--- config.mk ---
export PLATFORM = sky130hd
export DESIGN_NAME = irq_ctrl
export DESIGN_NICKNAME = d
export VERILOG_FILES = /design/src/rtl/irq_pkg.sv /design/src/rtl/irq_edge_sync.sv /design/src/rtl/irq_ext_latch.sv /design/src/rtl/irq_prio_sel.sv /design/src/rtl/irq_ctrl.sv
export SDC_FILE = /design/constraint.sdc
export NUM_CORES = 1
export LEC_CHECK = 0
export BUFFER_PORTS_ARGS = -buffer_cell sky130_fd_sc_hd__buf_4
export CORE_MARGIN = 3
export CORE_UTILIZATION = 37
export DETAILED_ROUTE_END_ITERATION = 12
export PLACE_DENSITY_LB_ADDON = 0.3
export SLEW_MARGIN = 10
export SYNTH_ARGS = -nofsm -noshare
export SYNTH_HDL_FRONTEND = slang
export SYNTH_SLANG_ARGS = --single-unit
--- constraint.sdc ---
create_clock -name clk_i -period 1.2 [get_ports clk_i]
set_input_delay 0.06 -clock clk_i [delete_from_list [all_inputs] [get_ports clk_i]]
set_output_delay 0.06 -clock clk_i [all_outputs]
set_load 0.05 [all_outputs]
--- src/rtl/irq_pkg.sv ---
package irq_pkg;
  localparam int NUM_EXT       = 2;
  localparam int VEC_TRAP      = 0;
  localparam int VEC_EXT_BASE  = 1;
  localparam int VEC_PERIPH    = VEC_EXT_BASE + NUM_EXT;
  localparam int REG_W         = 2 * NUM_EXT;
  // register layout: [NUM_EXT-1:0] latches, [REG_W-1:NUM_EXT] enables
  localparam int REG_LAT_LSB   = 0;
  localparam int REG_EN_LSB    = NUM_EXT;
endpackage

--- src/rtl/irq_edge_sync.sv ---
module irq_edge_sync (
  input  logic clk_i,
  input  logic rst_ni,
  input  logic pin_i,
  output logic fall_o
);
  logic s1_q, s2_q, prev_q;

  // idle-high reset avoids a false edge after reset
  always_ff @(posedge clk_i or negedge rst_ni) begin
    if (!rst_ni) begin
      s1_q   <= 1'b1;
      s2_q   <= 1'b1;
      prev_q <= 1'b1;
    end else begin
      s1_q   <= pin_i;
      s2_q   <= s1_q;
      prev_q <= s2_q;
    end
  end

  assign fall_o = prev_q & ~s2_q;
endmodule

--- src/rtl/irq_ext_latch.sv ---
module irq_ext_latch
  import irq_pkg::*;
(
  input  logic               clk_i,
  input  logic               rst_ni,
  input  logic [NUM_EXT-1:0] fall_i,
  input  logic               we_i,
  input  logic [REG_W-1:0]   wdata_i,
  output logic [NUM_EXT-1:0] pend_o,
  output logic [NUM_EXT-1:0] en_o
);
  logic [NUM_EXT-1:0] pend_q, en_q, clr;
  logic [NUM_EXT-1:0] wr_lat, wr_en;

  assign wr_lat = wdata_i[REG_LAT_LSB +: NUM_EXT];
  assign wr_en  = wdata_i[REG_EN_LSB  +: NUM_EXT];
  assign clr    = {NUM_EXT{we_i}} & (~wr_lat | ~wr_en);

  always_ff @(posedge clk_i or negedge rst_ni) begin
    if (!rst_ni) begin
      pend_q <= '0;
      en_q   <= '0;
    end else begin
      pend_q <= (pend_q & ~clr) | fall_i;  // new edge wins over clear
      if (we_i) en_q <= wr_en;
    end
  end

  assign pend_o = pend_q;
  assign en_o   = en_q;
endmodule

--- src/rtl/irq_prio_sel.sv ---
module irq_prio_sel #(
  parameter int N = 7,
  localparam int W = (N > 1) ? $clog2(N) : 1
) (
  input  logic [N-1:0] req_i,
  output logic         valid_o,
  output logic [W-1:0] idx_o
);
  always_comb begin
    idx_o = '0;
    for (int i = N - 1; i >= 0; i--) begin
      if (req_i[i]) idx_o = W'(i);
    end
  end

  assign valid_o = |req_i;
endmodule

--- src/rtl/irq_ctrl.sv ---
module irq_ctrl
  import irq_pkg::*;
#(
  parameter int NUM_PERIPH = 4,
  localparam int N_SRC = VEC_PERIPH + NUM_PERIPH,
  localparam int VEC_W = $clog2(N_SRC)
) (
  input  logic                  clk_i,
  input  logic                  rst_ni,
  input  logic                  ext_a_i,
  input  logic                  ext_b_i,
  input  logic [NUM_PERIPH-1:0] periph_flag_i,
  input  logic [NUM_PERIPH-1:0] periph_en_i,
  input  logic                  trap_i,
  input  logic                  mask_i,
  input  logic                  instr_end_i,
  input  logic                  iret_i,
  input  logic                  iret_mask_i,
  input  logic                  reg_we_i,
  input  logic [REG_W-1:0]      reg_wdata_i,
  output logic [REG_W-1:0]      reg_rdata_o,
  output logic                  take_o,
  output logic [VEC_W-1:0]      vec_o,
  output logic                  set_mask_o,
  output logic                  mask_clr_o,
  output logic                  wake_o
);
  logic [NUM_EXT-1:0] pins, fall, pend, en;
  logic [N_SRC-1:0]   req;
  logic               sel_valid, accept, take_q;
  logic [VEC_W-1:0]   sel_idx, vec_q;

  assign pins = {ext_b_i, ext_a_i};

  for (genvar g = 0; g < NUM_EXT; g++) begin : g_sync
    irq_edge_sync u_sync (
      .clk_i (clk_i),
      .rst_ni(rst_ni),
      .pin_i (pins[g]),
      .fall_o(fall[g])
    );
  end

  irq_ext_latch u_latch (
    .clk_i  (clk_i),
    .rst_ni (rst_ni),
    .fall_i (fall),
    .we_i   (reg_we_i),
    .wdata_i(reg_wdata_i),
    .pend_o (pend),
    .en_o   (en)
  );

  // trap ignores the mask; all other sources need enable and mask clear
  always_comb begin
    req           = '0;
    req[VEC_TRAP] = trap_i;
    req[VEC_EXT_BASE +: NUM_EXT]  = pend & en & {NUM_EXT{~mask_i}};
    req[VEC_PERIPH +: NUM_PERIPH] = periph_flag_i & periph_en_i & {NUM_PERIPH{~mask_i}};
  end

  irq_prio_sel #(.N(N_SRC)) u_sel (
    .req_i  (req),
    .valid_o(sel_valid),
    .idx_o  (sel_idx)
  );

  assign accept = instr_end_i & sel_valid & ~take_q;

  always_ff @(posedge clk_i or negedge rst_ni) begin
    if (!rst_ni) begin
      take_q <= 1'b0;
      vec_q  <= '0;
    end else begin
      take_q <= accept;
      if (accept) vec_q <= sel_idx;
    end
  end

  assign take_o      = take_q;
  assign vec_o       = vec_q;
  assign set_mask_o  = take_q;
  assign mask_clr_o  = iret_i & ~iret_mask_i;
  assign wake_o      = trap_i | (|(pend & en)) | (|(periph_flag_i & periph_en_i));
  assign reg_rdata_o = {en, pend};
endmodule

Word-level counts from Yosys, hierarchy flattened
Index checks and enable logic that the tools add are counted.
- register bits after elaboration: 14
- bits of input ports: 22
- output and inout port bits: 11
- logic and storage cells: 43
- muxes and demuxes: 7
- bitwise logic cells: 23
- reduce and logical (&&, ||, !) cells: 3
- operators by type and width (operator ; count):
    two-way mux 3 bit ; 7
    bitwise AND 2 bit ; 4
    bitwise AND 4 bit ; 2
    OR reduction 7 bit ; 1
    NOT 2 bit ; 3
    bitwise AND 1 bit ; 5
    NOT 1 bit ; 5
    bitwise OR 2 bit ; 2
    OR reduction 4 bit ; 1
    bitwise OR 1 bit ; 2
    OR reduction 2 bit ; 1

Depth between registers and ports, before layout
- depth in word-level cells: 9
- mapped depth: 4
- gate-level depth less buffers: 4

Modules after synthesis
From an unflattened synthesis, not the netlist that was laid out.
- cells, all modules: 55
- area, all modules: 661.9 um^2
- by module, submodules not included (module ; times used ; cells an instance ; area an instance (um^2) ; seq. area each (um^2)):
    irq_ctrl ; 1 ; 26 ; 249.0 ; 100.1
    irq_edge_sync ; 2 ; 4 ; 92.6 ; 78.8
    irq_ext_latch ; 1 ; 10 ; 155.1 ; 100.1
    irq_prio_sel ; 1 ; 11 ; 72.6 ; 0.0

Worst setup path after synthesis
No wires, ideal clock.
- kind: register to register
- start: reg u_latch.en_q[1], in the netlist u_latch.en_o[1]
- end: reg vec_q[0], in the netlist vec_o[0]
- setup time: 0.128 ns
- arrival time: 1.925 ns
- data required time: 1.072 ns
- setup slack: -0.852 ns
- stages on the path, launching flop included: 5
- path buffers: 0
- period minus slack after synthesis: 2.052 ns
- path through: dfrtp_1 a22oi_1 nand3_1 nand2b_2 mux2_1
- cells in the longest elaborated chain, start to end: 5
- elaborated cells on any way between the ends: 8
- classes of those cells: mux (3); bitwise (4); reduce/logical (1)
- RTL lines (element ; line ; text):
    from (decl) ; irq_ext_latch.sv:12 ; logic [NUM_EXT-1:0] pend_q, en_q, clr;
    from (signal assigned) ; irq_ext_latch.sv:25 ; if (we_i) en_q <= wr_en;
    bitwise AND 2 bit * (2 in series) ; irq_ctrl.sv:58 ; req[VEC_EXT_BASE +: NUM_EXT] = pend & en & {NUM_EXT{~mask_i}};
    OR reduction 7 bit or two-way mux 3 bit (tied branches) ; irq_prio_sel.sv:16, irq_prio_sel.sv:12 ;
    bitwise AND 1 bit or two-way mux 3 bit (tied branches) (2 in series) ; irq_ctrl.sv:68, irq_prio_sel.sv:12 ;
    to (signal assigned) ; irq_ctrl.sv:76 ; if (accept) vec_q <= sel_idx;
    to (decl) ; irq_ctrl.sv:31 ; logic [VEC_W-1:0] sel_idx, vec_q;
Every way passes the cells marked *; elsewhere a longest branch is shown, timed or not.
A chain may end at the register's enable or synchronous reset.

Worst setup path after layout
- start: reg u_latch.pend_q[1], in the netlist u_latch.pend_o[1]
- end: out wake_o
- cells in the longest elaborated chain, start to end: 4
- RTL lines (element ; line ; text):
    from (decl) ; irq_ext_latch.sv:12 ;
    from (signal assigned) ; irq_ext_latch.sv:24 ; pend_q <= (pend_q & ~clr) | fall_i;
    bitwise AND 2 bit ; irq_ctrl.sv:84 ; assign wake_o = trap_i | (|(pend & en)) | (|(periph_flag_i & periph_en_i));
    OR reduction 2 bit ; irq_ctrl.sv:84 ;
    bitwise OR 1 bit (2 in series) ; irq_ctrl.sv:84 ;
    to (decl) ; irq_ctrl.sv:26 ; output logic wake_o
Every way passes these cells.

==> metrics <==
CP Cell Sequence=a22oi_2 > nand3_4 > buf_6 > buf_8; kind of critical path=reg2out; Die Area=between 2000 and 2500 µm²; crit path max fanout=2; area share of the largest cell type after synthesis=between 30% and 40%; status=finished with violations; crit path time final=between 1 and 1.5 ns; Die H=about 46 µm; number of fillers in the final layout=94; post-place setup slack=-0.122 ns; DR WL/cell=~13 µm; final std cells w/o fill=roughly 120; Routed Antenna Nets=0; yosys warns=0; CP max-delay cell=dfrtp_2; Hold Crit Class=in2reg; vias per inst=just over 5; initial antenna violation count=0; hpwl dp=around 1200 µm; count of input and output buffers=32; Required @ worst endpoint=1.14 ns; CP delay by family, top=flip-flops; LEAKAGE=between 0.5 and 0.6 nW; Netlist Area Pre-Place=roughly 590 µm²; final setup fails=3; endpoints failing hold=0; Max-cap violations=0; vias in the first global route=about 550; site row count=13; post-route setup TNS=-0.445 ns; vias post-DR=596; fmax=0.709 GHz; Max Clock Skew=roughly 0.0023 ns; starting density of the core=between 40% and 50%; DRC viols=0; arrival time at the worst endpoint=approximately 1.4 ns; global-route wire length before repair=roughly 2300 µm; clock latency on the worst-skew pair=around 0.27 ns; #FFs+latches synth=14; total CTS buffers=3; Post-Synthesis Cells=52; Area after DPL=956 µm²; worst path buffer plus inverter count=2; failing checks=setup timing; Final #Nets=126; VDD IR-drop max=approximately 0.94 mV; die width=between 40 and 50 µm; period utilization=117%; placed insts=around 110; largest net degree at the start of global routing=15; actual slew at the worst max-slew pin=0.280 ns; area leader, netlist=dfrtp_1; ranking of synthesized cells by area=dfrtp_1 (34%), dfstp_2 (27%), nand2_1 (7.0%); CTS sink cnt=14; 1st-iter DRT viols=14; Synth-to-Final Area Change=81.5%; TritonCTS clock tree=yes; clk slew on worst S/H paths=~0.07 ns; Synth Net Count=74; CORE AREA=about 1400 µm²; Unique masters post-synth=22; design area=between 1000 and 1500 µm²; hold slack final=~0.030 ns; Critical Path End Type=output port; share of cells above drive strength 1=67.0%; Power Density=1270 nW/µm²; max incr delay on CP=roughly 0.42 ns; antenna cell count=0; Clock Path Buffers=2; number of I/O pins=33; RSZ-0062 raised after global routing=true; worst setup margin=-0.210 ns; Pre-antenna DRT Iters=4; routability cong.=around 0.78; Routed WL=between 1000 and 1500 µm; slew margin rel.=between 80% and 90%; Final Max Slew Viols=0; GR Overflow Total=0; Seq/Total Area, Yosys=60.7%; syn_area_per_cell=approximately 11 µm²; Worst setup SP type=flop; Root Driver=clkbuf_4; GRT Total Usage=15.7%; htree depth=1
==> Yosys cell counts, drive strengths merged <==
| cell type | instances |
|---|---|
| a21oi | 2 |
| a32o | 1 |
| dfrtp | 8 |
| dfstp | 6 |
| nor4b | 1 |
| a222oi | 1 |
| nand3 | 2 |
| nand3b | 1 |
| inv | 3 |
| o21ai | 2 |
| a22oi | 1 |
| nand2b | 2 |
| mux2 | 4 |
| nand4 | 2 |
| nand2 | 11 |
| a311oi | 1 |
| nor2 | 1 |
| or2 | 1 |
| nor2b | 1 |
| buf | 1 |
==> worst paths after layout <==
kind	startpoint	to	slack [ns]	cells past startpoint
setup / recovery	u_latch.pend_o[1]	wake_o	-0.21	4
max in group asynchronous	rst_ni	g_sync[1].u_sync.s1_q	0.81	2
hold reg to reg	g_sync[0].u_sync.s1_q	g_sync[0].u_sync.s2_q	0.36	0
hold / removal	reg_wdata_i[2]	u_latch.en_o[0]	0.03	2
setup reg to reg	u_latch.pend_o[1]	vec_o[0]	-0.12	4
min in group asynchronous	rst_ni	vec_o[1]	0.16	2
==> logic make-up after synthesis <==
logic type,share of synthesized area [%]
AND/OR/NAND/NOR,18.9
AO/OA/AOI/OAI,9.56
flip-flops,60.7
buffers and inverters,3.19
multiplexers,7.64
==> state kept, by name, indices dropped and copies added (netlist names) <==
name	flops
g_sync.u_sync.s1_q	2
u_latch.en_o	2
g_sync.u_sync.prev_q	2
vec_o	3
set_mask_o	1
g_sync.u_sync.s2_q	2
u_latch.pend_o	2
==> per-layer routing <==
metal  share of wire, %  GRT usage, %
met5                  0             0
met4               0.67          8.52
met3                9.0          3.56
met2                 51          25.5
met1                 39          18.8
==> through the flow <==
| stage | total power (W) | utilization, % |
|---|---|---|
| finish | 0.00136 | 76.5 |
| global route | 0.00142 | 76.5 |
| CTS | 0.00136 | 75.0 |
| detailed placement | 0.00101 | 68.3 |
| global placement | 0.00100 | 68.3 |
| floorplan | 0.000810 | - |
==> cells in the final DEF (no fill, tap or decap), types with 2 or more instances in the layout <==
| master | count |
|---|---|
| clkbuf_4 | 3 |
| buf_4 | 41 |
| o21ai_0 | 2 |
| dfstp_2 | 6 |
| mux2_2 | 2 |
| dfrtp_1 | 3 |
| dfrtp_2 | 5 |
| inv_1 | 3 |
| dlygate4sd3_1 | 3 |
| mux2_4 | 2 |
| buf_6 | 3 |
| nand2_1 | 11 |
| nand4_1 | 2 |
==> cell type report <==
| type | instances | area (µm²) | share of cell area [%] |
|---|---|---|---|
| flip-flops and latches | 14 | 364 | 34.0 |
| inverters | 3 | 11.3 | 1.05 |
| well taps | 15 | 18.8 | 1.75 |
| multi-input cells | 34 | 253 | 23.6 |
| clock buffers | 4 | 36.3 | 3.39 |
| repair buffers | 48 | 387 | 36.1 |
==> power breakdown <==
part	switching [W]	internal (W)	leakage (nW)
logic	0.000266	0.000218	0.352
registers	0.0000267	0.000527	0.158
clock network	0.000134	0.000184	0.0210
==> what timing repair did <==
item	in CTS	in global routing
endpoints found under the hold margin	16	0
hold buffers	3	0
setup endpoints to repair	3	6
gates resized for setup	3	3
pin swaps	2	1
setup buffers	2	1
No activity file was read; power rests on OpenSTA's default activity.
